### config.mk
export PLATFORM = sky130hd
export DESIGN_NAME = bus_term_classifier
export DESIGN_NICKNAME = d
export VERILOG_FILES = /design/src/rtl/term_pkg.sv /design/src/rtl/term_sync.sv /design/src/rtl/bus_state_ctr.sv /design/src/rtl/term_decode.sv /design/src/rtl/bus_term_classifier.sv
export SDC_FILE = /design/constraint.sdc
export NUM_CORES = 1
export LEC_CHECK = 0
export BUFFER_PORTS_ARGS = -buffer_cell sky130_fd_sc_hd__buf_2
export CORE_UTILIZATION = 54
export DETAILED_ROUTE_END_ITERATION = 8
export GPL_TIMING_DRIVEN = 1
export PLACE_DENSITY = 0.78
export SLEW_MARGIN = 20
export SYNTH_ARGS = -nofsm -noshare
export SYNTH_HDL_FRONTEND = slang
export SYNTH_SLANG_ARGS = --single-unit
### constraint.sdc
create_clock -name clk -period 2.4 [get_ports clk]
set_input_delay 0.48 -clock clk [delete_from_list [all_inputs] [get_ports clk]]
set_output_delay 0.48 -clock clk [all_outputs]
set_load 0.1 [all_outputs]
### src/rtl/term_pkg.sv
package term_pkg;

    typedef enum logic [1:0] {
        ST_IDLE,
        ST_AWAIT_N,
        ST_AWAIT_N2,
        ST_STALL
    } term_state_e;

    typedef enum logic [1:0] {
        RES_DONE,
        RES_HALT_DONE,
        RES_BERR,
        RES_RETRY
    } term_result_e;

    typedef struct packed {
        logic ack;
        logic berr;
        logic halt;
    } term_sample_t;

endpackage

### src/rtl/term_sync.sv
module term_sync #(
    parameter int WIDTH = 4
) (
    input  logic             clk,
    input  logic             rst_n,
    input  logic [WIDTH-1:0] din_n,
    output logic [WIDTH-1:0] dout_n
);
    // Two flops per bit; reset to the negated (high) level.
    for (genvar i = 0; i < WIDTH; i++) begin : g_bit
        logic meta_q;
        logic stable_q;
        always_ff @(posedge clk or negedge rst_n) begin
            if (!rst_n) begin
                meta_q   <= 1'b1;
                stable_q <= 1'b1;
            end else begin
                meta_q   <= din_n[i];
                stable_q <= meta_q;
            end
        end
        assign dout_n[i] = stable_q;
    end
endmodule

### src/rtl/bus_state_ctr.sv
module bus_state_ctr #(
    parameter int CNT_W = 4
) (
    input  logic             clk,
    input  logic             rst_n,
    input  logic             clear,
    input  logic             enable,
    output logic [CNT_W-1:0] state_num,
    output logic             even_state
);
    always_ff @(posedge clk or negedge rst_n) begin
        if (!rst_n) begin
            state_num <= '0;
        end else if (clear) begin
            state_num <= '0;
        end else if (enable) begin
            state_num <= state_num + 1'b1;
        end
    end

    assign even_state = ~state_num[0];
endmodule

### src/rtl/term_decode.sv
module term_decode
    import term_pkg::*;
(
    input  term_sample_t first_s,
    input  term_sample_t second_s,
    output term_result_e result
);
    logic ack_only_n;
    logic c_normal, c_halt, c_berr_early, c_berr_late, c_retry_early, c_retry_late;

    always_comb begin
        ack_only_n    = first_s.ack & ~first_s.berr & ~first_s.halt;
        c_normal      = ack_only_n & second_s.ack & ~second_s.berr;
        c_halt        = first_s.ack & ~first_s.berr & first_s.halt &
                        second_s.ack & ~second_s.berr & second_s.halt;
        c_berr_early  = first_s.berr & ~first_s.halt & second_s.berr & ~second_s.halt;
        c_berr_late   = ack_only_n & second_s.berr & ~second_s.halt;
        c_retry_early = first_s.berr & first_s.halt & second_s.berr & second_s.halt;
        c_retry_late  = ack_only_n & second_s.berr & second_s.halt;

        if (c_normal)                           result = RES_DONE;
        else if (c_halt)                        result = RES_HALT_DONE;
        else if (c_retry_early || c_retry_late) result = RES_RETRY;
        else if (c_berr_early || c_berr_late)   result = RES_BERR;
        else                                    result = RES_BERR; // R10 fallback
    end
endmodule

### src/rtl/bus_term_classifier.sv
module bus_term_classifier
    import term_pkg::*;
#(
    parameter int ACK_W = 2,
    parameter int CNT_W = 4
) (
    input  logic             clk,
    input  logic             rst_n,
    input  logic             cycle_start,
    input  logic [ACK_W-1:0] ack_n,
    input  logic             berr_n,
    input  logic             halt_n,
    input  logic             defer_en,
    output logic             done,
    output logic             halt_done,
    output logic             bus_error,
    output logic             berr_deferred,
    output logic             retry,
    output logic             stall
);
    localparam int SYNC_W = ACK_W + 2;

    term_state_e  state_q, state_d;
    term_sample_t live_s, first_q;
    term_result_e result;
    logic [SYNC_W-1:0] sync_n;
    logic [CNT_W-1:0]  state_num;
    logic              even_state;
    logic              classify_now;

    term_sync #(.WIDTH(SYNC_W)) u_sync (
        .clk    (clk),
        .rst_n  (rst_n),
        .din_n  ({halt_n, berr_n, ack_n}),
        .dout_n (sync_n)
    );

    bus_state_ctr #(.CNT_W(CNT_W)) u_ctr (
        .clk        (clk),
        .rst_n      (rst_n),
        .clear      (state_q == ST_IDLE),
        .enable     ((state_q == ST_AWAIT_N) || (state_q == ST_AWAIT_N2)),
        .state_num  (state_num),
        .even_state (even_state)
    );

    always_comb begin
        live_s.ack  = ~&sync_n[ACK_W-1:0];
        live_s.berr = ~sync_n[ACK_W];
        live_s.halt = ~sync_n[ACK_W+1];
    end

    term_decode u_decode (
        .first_s  (first_q),
        .second_s (live_s),
        .result   (result)
    );

    assign classify_now = (state_q == ST_AWAIT_N2) && even_state;

    // Next-state logic
    always_comb begin
        state_d = state_q;
        unique case (state_q)
            ST_IDLE:     if (cycle_start) state_d = ST_AWAIT_N;
            ST_AWAIT_N:  if (even_state && (live_s.ack || live_s.berr)) state_d = ST_AWAIT_N2;
            ST_AWAIT_N2: begin
                if (even_state) begin
                    if ((result == RES_HALT_DONE || result == RES_RETRY) && live_s.halt)
                        state_d = ST_STALL;
                    else
                        state_d = ST_IDLE;
                end
            end
            ST_STALL:    if (!live_s.halt) state_d = ST_IDLE;
            default:     state_d = ST_IDLE;
        endcase
    end

    // State register and first-sample capture
    always_ff @(posedge clk or negedge rst_n) begin
        if (!rst_n) begin
            state_q <= ST_IDLE;
            first_q <= '0;
        end else begin
            state_q <= state_d;
            if (state_q == ST_AWAIT_N && even_state)
                first_q <= live_s;
        end
    end

    // Registered outputs
    always_ff @(posedge clk or negedge rst_n) begin
        if (!rst_n) begin
            done          <= 1'b0;
            halt_done     <= 1'b0;
            bus_error     <= 1'b0;
            berr_deferred <= 1'b0;
            retry         <= 1'b0;
            stall         <= 1'b0;
        end else begin
            done          <= classify_now && (result == RES_DONE);
            halt_done     <= classify_now && (result == RES_HALT_DONE);
            bus_error     <= classify_now && (result == RES_BERR);
            berr_deferred <= classify_now && (result == RES_BERR) && defer_en;
            retry         <= classify_now && (result == RES_RETRY);
            stall         <= (state_d == ST_STALL);
        end
    end
endmodule

==> impl_metrics.py <==
metrics = {
    "pwr": {
        "leakage_nw": 0.401,
        "switching_power_mw": 0.388,
        "powerDensity_mw_per_mm2": 1190,
        "peakVddDrop_mv": 0.584,
        "power_frac_seq_pct": 48.0,
        "combPwrFrac_pct": 33.6,
        "finalPower_mw": 1.01,
        "clock_power_share_pct": 18.5,
        "p_sw_share_pct": 38.5,
        "p_int_mw": 0.620,
    },
    "synthesis": {
        "yosys.area.top_type": "dfrtp_1",
        "syn_inst": 58,
        "synth_seq_cells": 20,
        "synth_ff_type": "dfrtp_1",
        "synth_top_area_share_pct": 40.7,
        "synth_common_cells": "12 x dfrtp_1, 8 x dfstp_2, 7 x nand2_1",
        "synthTopCellsByArea": "dfrtp_1 41%, dfstp_2 29%, nand2_1 3.6%",
        "ys_warn_count": 0,
        "syn_nets": 66,
        "yosysSeqAreaShare_pct": 69.3,
        "netlist_area_um2": 737,
        "yosysUniqueCellTypes": 25,
        "yosysMostFrequentCell": "dfrtp_1",
        "synth_edf_count": 0,
        "ys_async_sr_fraction_pct": 100,
        "syn_avg_cell_area_um2": 12.7,
    },
    "finish": {
        "design_area_um2": 847,
        "area_growth_pct": 14.9,
        "antenna_cells": 0,
        "drive_gt1_share_pct": 35.6,
        "fin_nets": 82,
    },
    "setup_path": {
        "worst-path-max-fanout": 6,
        "cp-start-kind": "flip-flop",
        "path_class": "reg2reg",
        "crit_chain": "or3b_1, a211o_1, o21a_1, o22ai_1",
        "cpPeakStageDelay_ns": 0.44,
        "crit_buf_inv": 0,
        "critPathRequiredTime_ns": 2.61,
        "cp_top_family": "compound AO/OA/AOI/OAI gates",
        "cp-end-kind": "flip-flop",
        "worstPathArrival_ns": 1.75,
        "crit_start": "first_q[0]",
        "critical-path-slowest-cell": "dfrtp_1",
        "r2r-start": "first_q[0]",
    },
    "sta": {
        "rsz0062_at_grt": "no",
        "hold_ws_ns": 0.105,
        "tightest_slew_ns": 0.484,
        "slew_headroom_pct": 68.0,
        "setup_violations": 0,
        "period_minus_slack_ns": 1.54,
        "post-route-period-util_pct": 64.3,
        "setup-tns-final_ns": 0,
        "slew_viol_final": 0,
        "finalHoldViolations": 0,
        "fmax_mhz": 648,
        "fin_worst_skew_ns": 0.000985,
    },
    "cts": {
        "cts_resized": 0,
        "tritoncts": "done",
        "path_clk_slew_ns": 0.10,
        "cts_sinks": 20,
        "clock_latency_ns": 0.29,
        "cts_hold_buf": 0,
        "h-tree-depth": 1,
        "numCtsBuffers": 3,
        "clock_path_buffers": 2,
        "root_buffer": "clkbuf_4",
        "post_cts.repair.setup_buffers": 0,
    },
    "routing": {
        "antenna_left": 0,
        "vias_per_cell": 5.41,
        "drt-total-wl_um": 1070,
        "firstDrtPassIters": 4,
        "drtIter0Drc": 13,
        "vias": 471,
        "drcViolationCount": 0,
        "post_drt_wl_per_cell_um": 12.3,
    },
    "min_path": {
        "hold_path_class": "in2async",
    },
    "global_route": {
        "antenna_found_initial": 0,
        "grt_usage_pct": 19.1,
        "grt_pass1_vias": 433,
        "grt_max_degree": 21,
        "grt_pass1_wl_um": 1780,
        "overflow": 0,
    },
    "floorplanning": {
        "rows": 12,
        "coreArea_mm2": 0.00119,
        "die_x_um": 38.9,
        "ios": 14,
        "die_area_mm2": 0.00152,
        "die_h_um": 38.9,
        "start_util_pct": 62.1,
    },
    "placement": {
        "port_buffers": 13,
        "placed_area_um2": 811,
        "hpwlAfterDp_um": 744,
        "gp_congestion": 0.737,
    },
    "job": {
        "max_cap_violations": 0,
    },
    "run_status": {
        "outcome": "complete, no violations",
    },
}
-- power by group through the flow --
stage	Combinational [mW]	Sequential [mW]	Clock, mW
after global placement	0.327	0.483	0
after detailed placement	0.338	0.488	0
after CTS	0.340	0.482	0.196
after floorplan	0.182	0.576	0
final	0.338	0.484	0.186
after global routing	0.370	0.494	0.212
-- per-stage QoR --
stage          utilization (%)  worst slack (ns)  instances
2_1_floorplan                -             0.939         58
3_3_place_gp              68.4             0.914         83
3_5_place_dp              68.4             0.876         83
4_1_cts                   71.4             0.846         87
5_1_grt                   71.4             0.772         87
6_report                  71.4             0.856         87
-- routing by layer --
layer | wire length (um) | vias to the layer above | track usage [%]
met3 | 50 | 2 | 5.20
met1 | 478 | 227 | 21.6
met5 | 0 | - | 0
met2 | 523 | 14 | 29.6
li1 | - | 228 | -
met4 | 19 | 0 | 15.5
-- flip-flops by register name, indices dropped and copies added, names as in the netlist --
register / flops
berr_deferred: 1
bus_error: 1
done: 1
first_q: 3
halt_done: 1
retry: 1
stall: 1
state_q: 2
u_ctr.state_num: 1
u_sync.g_bit.meta_q: 4
u_sync.g_bit.stable_q: 4
-- layout by cell type, fill, tap and decap left out, types with 2 or more instances in the layout --
| cell | Yosys | routed |
|---|---|---|
| buf_2 | 1 | 13 |
| clkbuf_4 | 0 | 3 |
| o22ai_1 | 3 | 3 |
| nor3_1 | 2 | 2 |
| nor2_1 | 2 | 2 |
| dfstp_2 | 8 | 8 |
| or3b_1 | 3 | 3 |
| a21oi_1 | 2 | 2 |
| o21ai_0 | 3 | 3 |
| dfrtp_1 | 12 | 12 |
| nand2_1 | 7 | 7 |
-- layout make-up --
cell class	instances	area, um^2
clock buffer	4	36.3
fill	86	339
inverter	1	3.75
multi-input combinational	35	214
sequential	20	510
tap	14	17.5
timing repair buffer	13	65.1
-- cell families after synthesis --
kind of cell	Yosys count	share of synthesized area [%]
compound gates	12	10.4
xor+xnor	1	1.19
buf+inv	3	1.70
flops	20	69.3
mux	1	1.53
simple gates	21	16.0
-- final timing paths --
path | endpoint | cells past startpoint | slack, ns
worst min-delay path | retry | 1 | 0.10
min in group clk | u_sync.g_bit[1].meta_q | 1 | 0.27
worst max-delay path | state_q[0] | 4 | 0.86
worst min register to register | u_sync.g_bit[1].stable_q | 0 | 0.36
max in group asynchronous | u_sync.g_bit[0].meta_q | 1 | 1.97
worst max register to register | state_q[0] | 4 | 0.86
Power figures use the tool's default switching activity.
